==> src/rtl/fed_pkg.sv <==
package fed_pkg;
  typedef enum logic [1:0] {
    MODE_READ = 2'd0,
    MODE_BUSY = 2'd1,
    MODE_SUSP = 2'd2
  } mode_e;

  typedef enum logic [2:0] {
    ST_IDLE, ST_GOT1, ST_GOT2, ST_GOT3, ST_GOT4, ST_GOT5
  } step_e;

  localparam logic [7:0] D_KEY_A = 8'hAA;
  localparam logic [7:0] D_KEY_B = 8'h55;
  localparam logic [7:0] D_SETUP = 8'h80;
  localparam logic [7:0] D_CHIP  = 8'h10;
  localparam logic [7:0] D_SECT  = 8'h30;
  localparam logic [7:0] D_SUSP  = 8'hB0;
endpackage

==> src/rtl/fed_seq.sv <==
module fed_seq
  import fed_pkg::*;
#(
  parameter int ADDR_W = 12
) (
  input  logic              clk,
  input  logic              rst,
  input  logic              armed,
  input  logic              wr_en,
  input  logic [ADDR_W-1:0] wr_addr,
  input  logic [7:0]        wr_data,
  output logic              hit_chip,
  output logic              hit_sector
);
  localparam logic [ADDR_W-1:0] ADR_ODD  = ADDR_W'(12'h555);
  localparam logic [ADDR_W-1:0] ADR_EVEN = ADDR_W'(12'h2AA);

  step_e step_q, step_d;
  logic  at_odd, at_even;

  assign at_odd  = (wr_addr == ADR_ODD);
  assign at_even = (wr_addr == ADR_EVEN);

  always_comb begin
    step_d     = step_q;
    hit_chip   = 1'b0;
    hit_sector = 1'b0;
    if (!armed) begin
      step_d = ST_IDLE;
    end else if (wr_en) begin
      unique case (step_q)
        ST_IDLE: step_d = (at_odd  && wr_data == D_KEY_A) ? ST_GOT1 : ST_IDLE;
        ST_GOT1: step_d = (at_even && wr_data == D_KEY_B) ? ST_GOT2 : ST_IDLE;
        ST_GOT2: step_d = (at_odd  && wr_data == D_SETUP) ? ST_GOT3 : ST_IDLE;
        ST_GOT3: step_d = (at_odd  && wr_data == D_KEY_A) ? ST_GOT4 : ST_IDLE;
        ST_GOT4: step_d = (at_even && wr_data == D_KEY_B) ? ST_GOT5 : ST_IDLE;
        ST_GOT5: begin
          step_d = ST_IDLE;
          if (at_odd && wr_data == D_CHIP) hit_chip = 1'b1;
          else if (wr_data == D_SECT)     hit_sector = 1'b1;
        end
        default: step_d = ST_IDLE;
      endcase
    end
  end

  always_ff @(posedge clk) begin
    if (rst) step_q <= ST_IDLE;
    else     step_q <= step_d;
  end


  disarm_idle_chk: assert property (@(posedge clk) disable iff (rst)
    !armed |=> step_q == ST_IDLE);


  no_strobe_hold_chk: assert property (@(posedge clk) disable iff (rst)
    (armed && !wr_en) |=> step_q == $past(step_q));
endmodule

==> src/rtl/fed_mode.sv <==
module fed_mode
  import fed_pkg::*;
#(
  parameter int ADDR_W = 12,
  parameter int SEC_W  = 4
) (
  input  logic              clk,
  input  logic              rst,
  input  logic              wr_en,
  input  logic [ADDR_W-1:0] wr_addr,
  input  logic [7:0]        wr_data,
  input  logic              hit_chip,
  input  logic              hit_sector,
  input  logic              eng_done,
  output mode_e             mode_q,
  output logic              start_chip,
  output logic              start_sector,
  output logic [SEC_W-1:0]  sector_q
);
  logic whole_q;

  always_ff @(posedge clk) begin
    if (rst) begin
      mode_q       <= MODE_READ;
      whole_q      <= 1'b0;
      start_chip   <= 1'b0;
      start_sector <= 1'b0;
      sector_q     <= '0;
    end else begin
      start_chip   <= 1'b0;
      start_sector <= 1'b0;
      unique case (mode_q)
        MODE_READ: begin
          if (hit_chip) begin
            mode_q     <= MODE_BUSY;
            whole_q    <= 1'b1;
            start_chip <= 1'b1;
          end else if (hit_sector) begin
            mode_q       <= MODE_BUSY;
            whole_q      <= 1'b0;
            start_sector <= 1'b1;
            sector_q     <= wr_addr[ADDR_W-1 -: SEC_W];
          end
        end
        MODE_BUSY: begin
          if (eng_done) begin
            mode_q   <= MODE_READ;
            whole_q  <= 1'b0;
            sector_q <= '0;
          end else if (wr_en && !whole_q && wr_data == D_SUSP) begin
            mode_q <= MODE_SUSP;
          end
        end
        MODE_SUSP: begin
          if (wr_en && wr_data == D_SECT) mode_q <= MODE_BUSY;
        end
        default: mode_q <= MODE_READ;
      endcase
    end
  end


  pulse_excl_chk: assert property (@(posedge clk) disable iff (rst)
    !(start_chip && start_sector));


  start_busy_chk: assert property (@(posedge clk) disable iff (rst)
    (start_chip || start_sector) |-> mode_q == MODE_BUSY);


  whole_no_susp_chk: assert property (@(posedge clk) disable iff (rst)
    (mode_q == MODE_BUSY && whole_q) |=> mode_q != MODE_SUSP);


  resume_chk: assert property (@(posedge clk) disable iff (rst)
    (mode_q == MODE_SUSP && wr_en && wr_data == D_SECT) |=> mode_q == MODE_BUSY);


  read_unlatched_chk: assert property (@(posedge clk) disable iff (rst)
    mode_q == MODE_READ |-> sector_q == '0);


  reset_clear_chk: assert property (@(posedge clk)
    rst |=> (mode_q == MODE_READ && !start_chip && !start_sector));
endmodule

==> src/rtl/flash_erase_decoder.sv <==
module flash_erase_decoder
  import fed_pkg::*;
#(
  parameter int ADDR_W = 12,
  parameter int SEC_W  = 4
) (
  input  logic              clk,
  input  logic              rst,
  input  logic              wr_en,
  input  logic [ADDR_W-1:0] wr_addr,
  input  logic [7:0]        wr_data,
  input  logic              eng_done,
  output logic              start_chip,
  output logic              start_sector,
  output logic [SEC_W-1:0]  sector_addr,
  output logic [1:0]        mode
);
  mode_e mode_w;
  logic  hit_chip, hit_sector;

  fed_seq #(.ADDR_W(ADDR_W)) u_seq (
    .clk       (clk),
    .rst       (rst),
    .armed     (mode_w == MODE_READ),
    .wr_en     (wr_en),
    .wr_addr   (wr_addr),
    .wr_data   (wr_data),
    .hit_chip  (hit_chip),
    .hit_sector(hit_sector)
  );

  fed_mode #(.ADDR_W(ADDR_W), .SEC_W(SEC_W)) u_mode (
    .clk         (clk),
    .rst         (rst),
    .wr_en       (wr_en),
    .wr_addr     (wr_addr),
    .wr_data     (wr_data),
    .hit_chip    (hit_chip),
    .hit_sector  (hit_sector),
    .eng_done    (eng_done),
    .mode_q      (mode_w),
    .start_chip  (start_chip),
    .start_sector(start_sector),
    .sector_q    (sector_addr)
  );

  assign mode = mode_w;
endmodule

==> config.mk <==
export PLATFORM = sky130hd
export DESIGN_NAME = flash_erase_decoder
export DESIGN_NICKNAME = d
export VERILOG_FILES = /design/src/rtl/fed_pkg.sv /design/src/rtl/fed_seq.sv /design/src/rtl/fed_mode.sv /design/src/rtl/flash_erase_decoder.sv
export SDC_FILE = /design/constraint.sdc
export NUM_CORES = 1
export LEC_CHECK = 0
export BUFFER_PORTS_ARGS = -buffer_cell sky130_fd_sc_hd__clkbuf_2
export CORE_UTILIZATION = 50
export CTS_BUF_LIST = sky130_fd_sc_hd__clkbuf_16
export DETAILED_ROUTE_END_ITERATION = 10
export PLACE_DENSITY = 0.88
export SKIP_LAST_GASP = 1
export SYNTH_ARGS = -nofsm -noshare
export SYNTH_HDL_FRONTEND = slang
export SYNTH_SLANG_ARGS = --single-unit
==> constraint.sdc <==
create_clock -name clk -period 3.9 [get_ports clk]
set_clock_uncertainty 0.2 [all_clocks]
set_input_delay 0.39 -clock clk [delete_from_list [all_inputs] [get_ports clk]]
set_output_delay 0.39 -clock clk [all_outputs]
set_load 0.1 [all_outputs]
== Yosys cells after proc, flatten, opt, wreduce, memory -nomap -nowiden ==
Cells that the tools add are included.
Widths: inputs -> output; s select.
Cells by class
  equal/unequal tests: 21
  reductions and logical operators: 16
  mux-type cells: 31
  bitwise logic cells: 1
Operator list (count)
  $eq 8x8->1 const B: 3
  $mux 1: 15
  $pmux 3 s5: 1
  $mux 2: 7
  $eq 12x10->1 const B: 1
  $eq 12x11->1 const B: 1
  $mux 4: 3
  $eq 8x5->1 const B: 1
  $eq 8x6->1 const B: 1
  $eq 8x7->1 const B: 1
  $pmux 4 s2: 1
  $logic_and 1x1->1: 7
  $eq 3x2->1 const B: 2
  $eq 3x3->1 const B: 2
  $mux 3: 2
  $ne 2x2->1 const B: 3
  $pmux 2 s3: 1
  $reduce_and 3->1: 2
  $reduce_and 4->1: 1
  $eq 3x1->1 const B: 1
  $logic_not 3->1: 1
  $ne 3x2->1 const B: 1
  $ne 3x3->1 const B: 1
  $reduce_or 3->1: 1
  other kinds (9): 9
Storage, ports and cells
  output and inout port bits: 8
  word-level logic and storage cells: 75
  register bits after elaboration: 12

== Depth between registers and ports, before layout ==
  word-level depth: 9
  depth in mapped cells: 5

== Cells and area by module ==
From an unflattened synthesis, not the netlist that was laid out.
Unflattened totals
  cell total of the unflattened synthesis: 96
  area, all modules: 864.6 um^2
Modules (own cells, without submodules)
  fed_mode: instances 1, area an instance 445.4 um^2, cells each 49
  fed_seq: instances 1, area an instance 415.4 um^2, cells each 46
  flash_erase_decoder: instances 1, area an instance 3.8 um^2, cells each 1

== Worst setup path after synthesis ==
Ideal clock, no wire load.
  kind: register -> register
  from: register u_mode.mode_q[0]
  to: register u_mode.mode_q[0]
  path buffers: 0
  data arrival time: 1987 ps
  setup slack: 1598 ps
  library setup time: 115 ps
  required time: 3585 ps
  cell stages (with the launch flop): 6
  cells stage by stage: dfxtp_1 nor3b_1 o22ai_1 a21oi_1 a311oi_1 o21ba_1
On the way
  word-level cells in the longest chain between the ends: 4
  elaborated cells on any way between the ends: 11
Ends and longest elaborated chain
  start: declaration: RTL line fed_mode.sv:15  | output mode_e mode_q,
  start signal: assignment: RTL line fed_mode.sv:24  | mode_q <= MODE_READ;
  start signal: assignment: RTL line fed_mode.sv:35  | mode_q <= MODE_BUSY;
  start signal: assignment: RTL line fed_mode.sv:39  | mode_q <= MODE_BUSY;
  $logic_not 2->1: RTL line fed_mode.sv:32, flash_erase_decoder.sv:24
  $mux 1: RTL line fed_seq.sv:28  | if (!armed) begin
  $ne 3x3->1 (no line) / $mux 2 (equally long branches)
  $reduce_and 3->1 (no line) / $pmux 2 s3 (equally long branches)
Several ways; a longest one is shown, not always the timed one.
A chain may end at the register's enable or synchronous reset.

== Final worst setup path ==
  from: input port wr_data[1]
  to: register u_mode.sector_q[2]
On the way
  word-level cells in the longest chain between the ends: 8
  elaborated cells on any way between the ends: 15
Ends and longest elaborated chain
  start: declaration: RTL line flash_erase_decoder.sv:11  | input logic [7:0] wr_data,
  $eq 8x6->1 / $eq 8x5->1 (equally long branches): RTL line fed_seq.sv:40, fed_seq.sv:39
  $mux 1 / $logic_and 1x1->1 (equally long branches): RTL line fed_seq.sv:40, fed_seq.sv:39
  $mux 1: RTL line fed_seq.sv:39  | if (at_odd && wr_data == D_CHIP) hit_chip = 1'b1;
  $mux 1: RTL line fed_seq.sv:31  | unique case (step_q)
  $mux 1: RTL line fed_seq.sv:30  | end else if (wr_en) begin
  $mux 1: RTL line fed_seq.sv:28
  $ne 2x2->1 (no line)
  $reduce_and 4->1 (no line) (*)
  end signal: assignment: RTL line fed_mode.sv:42  | sector_q <= wr_addr[ADDR_W-1 -: SEC_W];
  end: declaration: RTL line fed_mode.sv:18  | output logic [SEC_W-1:0] sector_q
Mark *: on every way between the ends. The rest lies on a longest branch, timed or not.

==> flow_summary.html <==
<table>
<tr><th>Metric</th><th>Value</th></tr>
<tr><th colspan="2">Power and ir drop</th></tr>
<tr><td>VDD IR-drop max</td><td>0.3059 mV</td></tr>
<tr><td>Pwr Total</td><td>0.3318 mW</td></tr>
<tr><td>Total leakage power</td><td>0.4379 nW</td></tr>
<tr><td>Total power per unit cell area</td><td>319.5 mW/mm²</td></tr>
<tr><th colspan="2">Min path</th></tr>
<tr><td>Hold Path Origin</td><td>rst</td></tr>
<tr><td>Min-Delay Path Class</td><td>in -&gt; reg</td></tr>
<tr><td>WHS Endpoint</td><td>u_mode.sector_q[0]</td></tr>
<tr><td>Hold Path Cell Cnt</td><td>2</td></tr>
<tr><th colspan="2">Yosys</th></tr>
<tr><td>Synth top area share</td><td>30.09%</td></tr>
<tr><td>Post-synthesis cell type count</td><td>33</td></tr>
<tr><td>Most common flop cell mapped by yosys</td><td>sky130_fd_sc_hd__dfxtp_1</td></tr>
<tr><td>Synthesized area</td><td>798.3 µm²</td></tr>
<tr><td>Number of synthesized flops with an enable pin</td><td>0</td></tr>
<tr><td>Post-synthesis cell type with the largest combined area</td><td>sky130_fd_sc_hd__dfxtp_1</td></tr>
<tr><td>Count leader, synth</td><td>sky130_fd_sc_hd__dfxtp_1</td></tr>
<tr><td>Post-synth net total</td><td>119</td></tr>
<tr><td>Fraction of the yosys area taken by sequential cells</td><td>30.09%</td></tr>
<tr><td>Number of warnings reported in the yosys synthesis log</td><td>0</td></tr>
<tr><td>Synthesized netlist cell count</td><td>95</td></tr>
<tr><td>Commonest cells post-synth</td><td>12 x sky130_fd_sc_hd__dfxtp_1, 8 x sky130_fd_sc_hd__a21oi_1, 8 x sky130_fd_sc_hd__nor2_1</td></tr>
<tr><td>Share of async-settable or async-resettable flops after synthesis</td><td>0%</td></tr>
<tr><td>Leading post-synthesis cells by cell area</td><td>sky130_fd_sc_hd__dfxtp_1 30%, sky130_fd_sc_hd__nand4b_1 6.6%, sky130_fd_sc_hd__a21oi_1 5.0%</td></tr>
<tr><td>Register bit count reported by yosys</td><td>12</td></tr>
<tr><td>Average instance area after synthesis</td><td>8.403 µm²</td></tr>
<tr><th colspan="2">Timing</th></tr>
<tr><td>Fin worst setup slack</td><td>1.904 ns</td></tr>
<tr><td>Final count of negative-setup-slack endpoints</td><td>0</td></tr>
<tr><td>Max-Slew Margin vs Limit</td><td>60.32%</td></tr>
<tr><td>Count of final hold-check violations</td><td>0</td></tr>
<tr><td>Maximum clock frequency</td><td>0.5010 GHz</td></tr>
<tr><td>Setup repair after global routing missed its margin</td><td>false</td></tr>
<tr><td>Max-slew violation count</td><td>0</td></tr>
<tr><td>Shortest clock period the worst path allows after layout</td><td>1.996 ns</td></tr>
<tr><td>Post-Route Setup TNS</td><td>0 ns</td></tr>
<tr><td>Portion of the clock cycle consumed by the worst path in the final layout</td><td>51.18%</td></tr>
<tr><td>Worst Tran Pin Value</td><td>0.5870 ns</td></tr>
<tr><th colspan="2">Critical path</th></tr>
<tr><td>Worst endpoint required time</td><td>3.82 ns</td></tr>
<tr><td>Kind of cell with the highest combined delay on the critical path</td><td>simple AND/OR/NAND/NOR gates</td></tr>
<tr><td>Setup crit end kind</td><td>register</td></tr>
<tr><td>CP peak stage delay</td><td>0.57 ns</td></tr>
<tr><td>Max Fanout on Critical Path</td><td>5</td></tr>
<tr><td>Buffers and inverters on the worst path</td><td>1</td></tr>
<tr><td>Sort of element at the start of the critical path</td><td>input port</td></tr>
<tr><td>R2r setup slk</td><td>2.07 ns</td></tr>
<tr><td>Cells traversed along the worst timing path</td><td>clkbuf_2 &gt; or4_4 &gt; o41ai_4 &gt; nand2b_1 &gt; nand2_1 &gt; a21oi_1</td></tr>
<tr><td>Crit path max-delay cell type</td><td>sky130_fd_sc_hd__or4_4</td></tr>
<tr><td>Worst reg2reg path endpoint</td><td>u_mode.mode_q[0]</td></tr>
<tr><td>Path depth of the worst reg2reg path</td><td>5</td></tr>
<tr><td>Worst flop-to-flop path startpoint</td><td>u_mode.mode_q[0]</td></tr>
<tr><td>Critical path type</td><td>in -&gt; reg</td></tr>
<tr><td>Data arrival, critical path</td><td>1.91 ns</td></tr>
<tr><th colspan="2">Clocking</th></tr>
<tr><td>TritonCTS clock tree</td><td>yes</td></tr>
<tr><td>Number of buffers created by CTS</td><td>3</td></tr>
<tr><td>Number of setup buffers added after CTS</td><td>0</td></tr>
<tr><td>Clock Tree Root</td><td>sky130_fd_sc_hd__clkbuf_16</td></tr>
<tr><td>H-tree lvl count</td><td>1</td></tr>
<tr><td>Resize count post-CTS</td><td>0</td></tr>
<tr><td>Maximum clock path buffer count</td><td>2</td></tr>
<tr><td>CTS clk-pin slew, worst paths</td><td>0.04 ns</td></tr>
<tr><td>Clock Sink Count</td><td>12</td></tr>
<tr><td>Hold Buf Count CTS</td><td>0</td></tr>
<tr><td>Clock Latency Late Sink</td><td>0.23 ns</td></tr>
<tr><th colspan="2">Die</th></tr>
<tr><td>Placement row count</td><td>14</td></tr>
<tr><td>Initial standard-cell utilization of the core</td><td>52.99%</td></tr>
<tr><td>Number of primary I/O pins</td><td>32</td></tr>
<tr><td>X dimension of the die</td><td>41.96 µm</td></tr>
<tr><td>CORE AREA</td><td>0.001506 mm²</td></tr>
<tr><td>Die area</td><td>0.001760 mm²</td></tr>
<tr><td>Die boundary height</td><td>41.96 µm</td></tr>
<tr><th colspan="2">Detailed routing</th></tr>
<tr><td>Total wire length after detailed routing</td><td>1978 µm</td></tr>
<tr><td>Antenna violation net count after detailed routing</td><td>0</td></tr>
<tr><td>DRC</td><td>0</td></tr>
<tr><td>Via count</td><td>885</td></tr>
<tr><td>Iter 0 DRT Violations</td><td>23</td></tr>
<tr><td>Wire per inst</td><td>13.74 µm</td></tr>
<tr><td>Number of vias per cell</td><td>6.146</td></tr>
<tr><td>DRT Pass-1 Iters</td><td>4</td></tr>
<tr><th colspan="2">Global route</th></tr>
<tr><td>Initial antenna violation count</td><td>0</td></tr>
<tr><td>Overflow left after global routing</td><td>0</td></tr>
<tr><td>Via count of the first global-routing pass</td><td>843</td></tr>
<tr><td>Global-route usage over all layers</td><td>24.50%</td></tr>
<tr><td>Wire length of the first global-routing pass</td><td>3387 µm</td></tr>
<tr><td>Largest net degree at the start of global routing</td><td>12</td></tr>
<tr><th colspan="2">Placement</th></tr>
<tr><td>Final weighted congestion in routability-driven placement</td><td>0.8279</td></tr>
<tr><td>Number of placed cells counting well taps</td><td>141</td></tr>
<tr><td>Pre-CTS setup slack</td><td>1.689 ns</td></tr>
<tr><td>Detailed placer's ending HPWL</td><td>1546 µm</td></tr>
<tr><td>Count of port buffers added during placement</td><td>31</td></tr>
<tr><th colspan="2">Final layout</th></tr>
<tr><td>Ratio of cells with drive above 1 in the final layout</td><td>29.69%</td></tr>
<tr><td>Number of diodes added for antenna fixing</td><td>0</td></tr>
<tr><td>Number of fill cells in the layout</td><td>132</td></tr>
<tr><td>Synthesis-to-layout area growth</td><td>30.09%</td></tr>
<tr><td>Final standard cell count with taps included and fillers excluded</td><td>144</td></tr>
<tr><td>Net count of the finished layout</td><td>154</td></tr>
<tr><th colspan="2">Run status</th></tr>
<tr><td>Outcome</td><td>finished, final reports clean</td></tr>
<tr><th colspan="2">Flow run</th></tr>
<tr><td>Reported max-cap violation count</td><td>0</td></tr>
</table>
## cells in the final DEF (no fill, tap or decap), types with 3 or more instances in the layout
master / count
sky130_fd_sc_hd__nand4_1: 3
sky130_fd_sc_hd__nand2_1: 6
sky130_fd_sc_hd__nand2b_1: 5
sky130_fd_sc_hd__clkbuf_16: 3
sky130_fd_sc_hd__dfxtp_1: 12
sky130_fd_sc_hd__clkbuf_2: 31
sky130_fd_sc_hd__or3_1: 3
sky130_fd_sc_hd__inv_1: 3
sky130_fd_sc_hd__a21oi_1: 8
sky130_fd_sc_hd__nor3_1: 4
sky130_fd_sc_hd__nor2_1: 8
sky130_fd_sc_hd__nor4b_1: 4
sky130_fd_sc_hd__o21ai_0: 3
sky130_fd_sc_hd__nor4bb_1: 3
sky130_fd_sc_hd__nand4b_1: 6
## logic make-up (layout without fill, tap and decap cells)
logic type      Yosys count  count (layout)  synth area share, %
compound gates           18              18                16.46
flops                    12              12                30.09
simple gates             61              61                50.78
buf+inv                   4              37                2.665
## layer usage
layer | vias to the layer above | global-route usage, % | part of all wire (%) | routed length (µm)
met5 | - | 0 | 0 | 0
met2 | 37 | 43.13 | 51 | 1016
met1 | 407 | 29.70 | 43 | 848
met3 | 2 | 6.957 | 5.3 | 105
met4 | 0 | 4.516 | 0.40 | 8
li1 | 439 | - | - | -
## power breakdown
part | switching, mW | internal, mW
logic | 0.0149 | 0.0143
registers | 0.0000000142 | 0.123
clock network | 0.0466 | 0.133
total | 0.0614 | 0.270
## worst max path at each step
stage,from,end,slack [ns],cells after the start
floorplan,u_mode.mode_q[0],u_mode.mode_q[0],1.60,5
global placement,wr_data[1],u_mode.mode_q[0],1.75,5
detailed placement,wr_data[1],u_mode.sector_q[0],1.69,6
CTS,wr_data[1],u_mode.sector_q[2],1.91,6
global route,wr_data[1],u_mode.sector_q[1],1.84,6
finish,wr_data[1],u_mode.sector_q[2],1.90,6
## worst reg2reg max path: cells and delay by family, from the launching register on
family	cells	cell delay, ns
DFF	1	0.52
AOI/OAI and AO/OA	4	0.60
and+or+nand+nor	1	0.39
## state kept, by name, summed over array words and instances (netlist names)
signal / count
u_mode.whole_q: 1
u_seq.step_q: 3
u_mode.start_sector: 1
u_mode.start_chip: 1
u_mode.mode_q: 2
u_mode.sector_q: 4
## metrics by stage
| stage | cell area (µm²) | hold WS [ns] | util, % |
|---|---|---|---|
| floorplan | 798.3 | 0.2944 | - |
| global placement | 963.4 | 0.2430 | 63.95 |
| detailed placement | 963.4 | 0.2460 | 63.95 |
| CTS | 1039 | 0.2299 | 68.94 |
| global route | 1039 | 0.2443 | 68.94 |
| finish | 1039 | 0.2291 | 68.94 |
## cell type report
cell class | count | area (µm²) | area share (%)
timing repair buffer | 31 | 155.1 | 14.94
clock buffer | 3 | 75.07 | 7.229
inverter | 3 | 11.26 | 1.084
tap | 16 | 20.02 | 1.928
sequential | 12 | 240.2 | 23.13
multi-input combinational | 79 | 536.8 | 51.69
(Power assumes the default switching activity.)
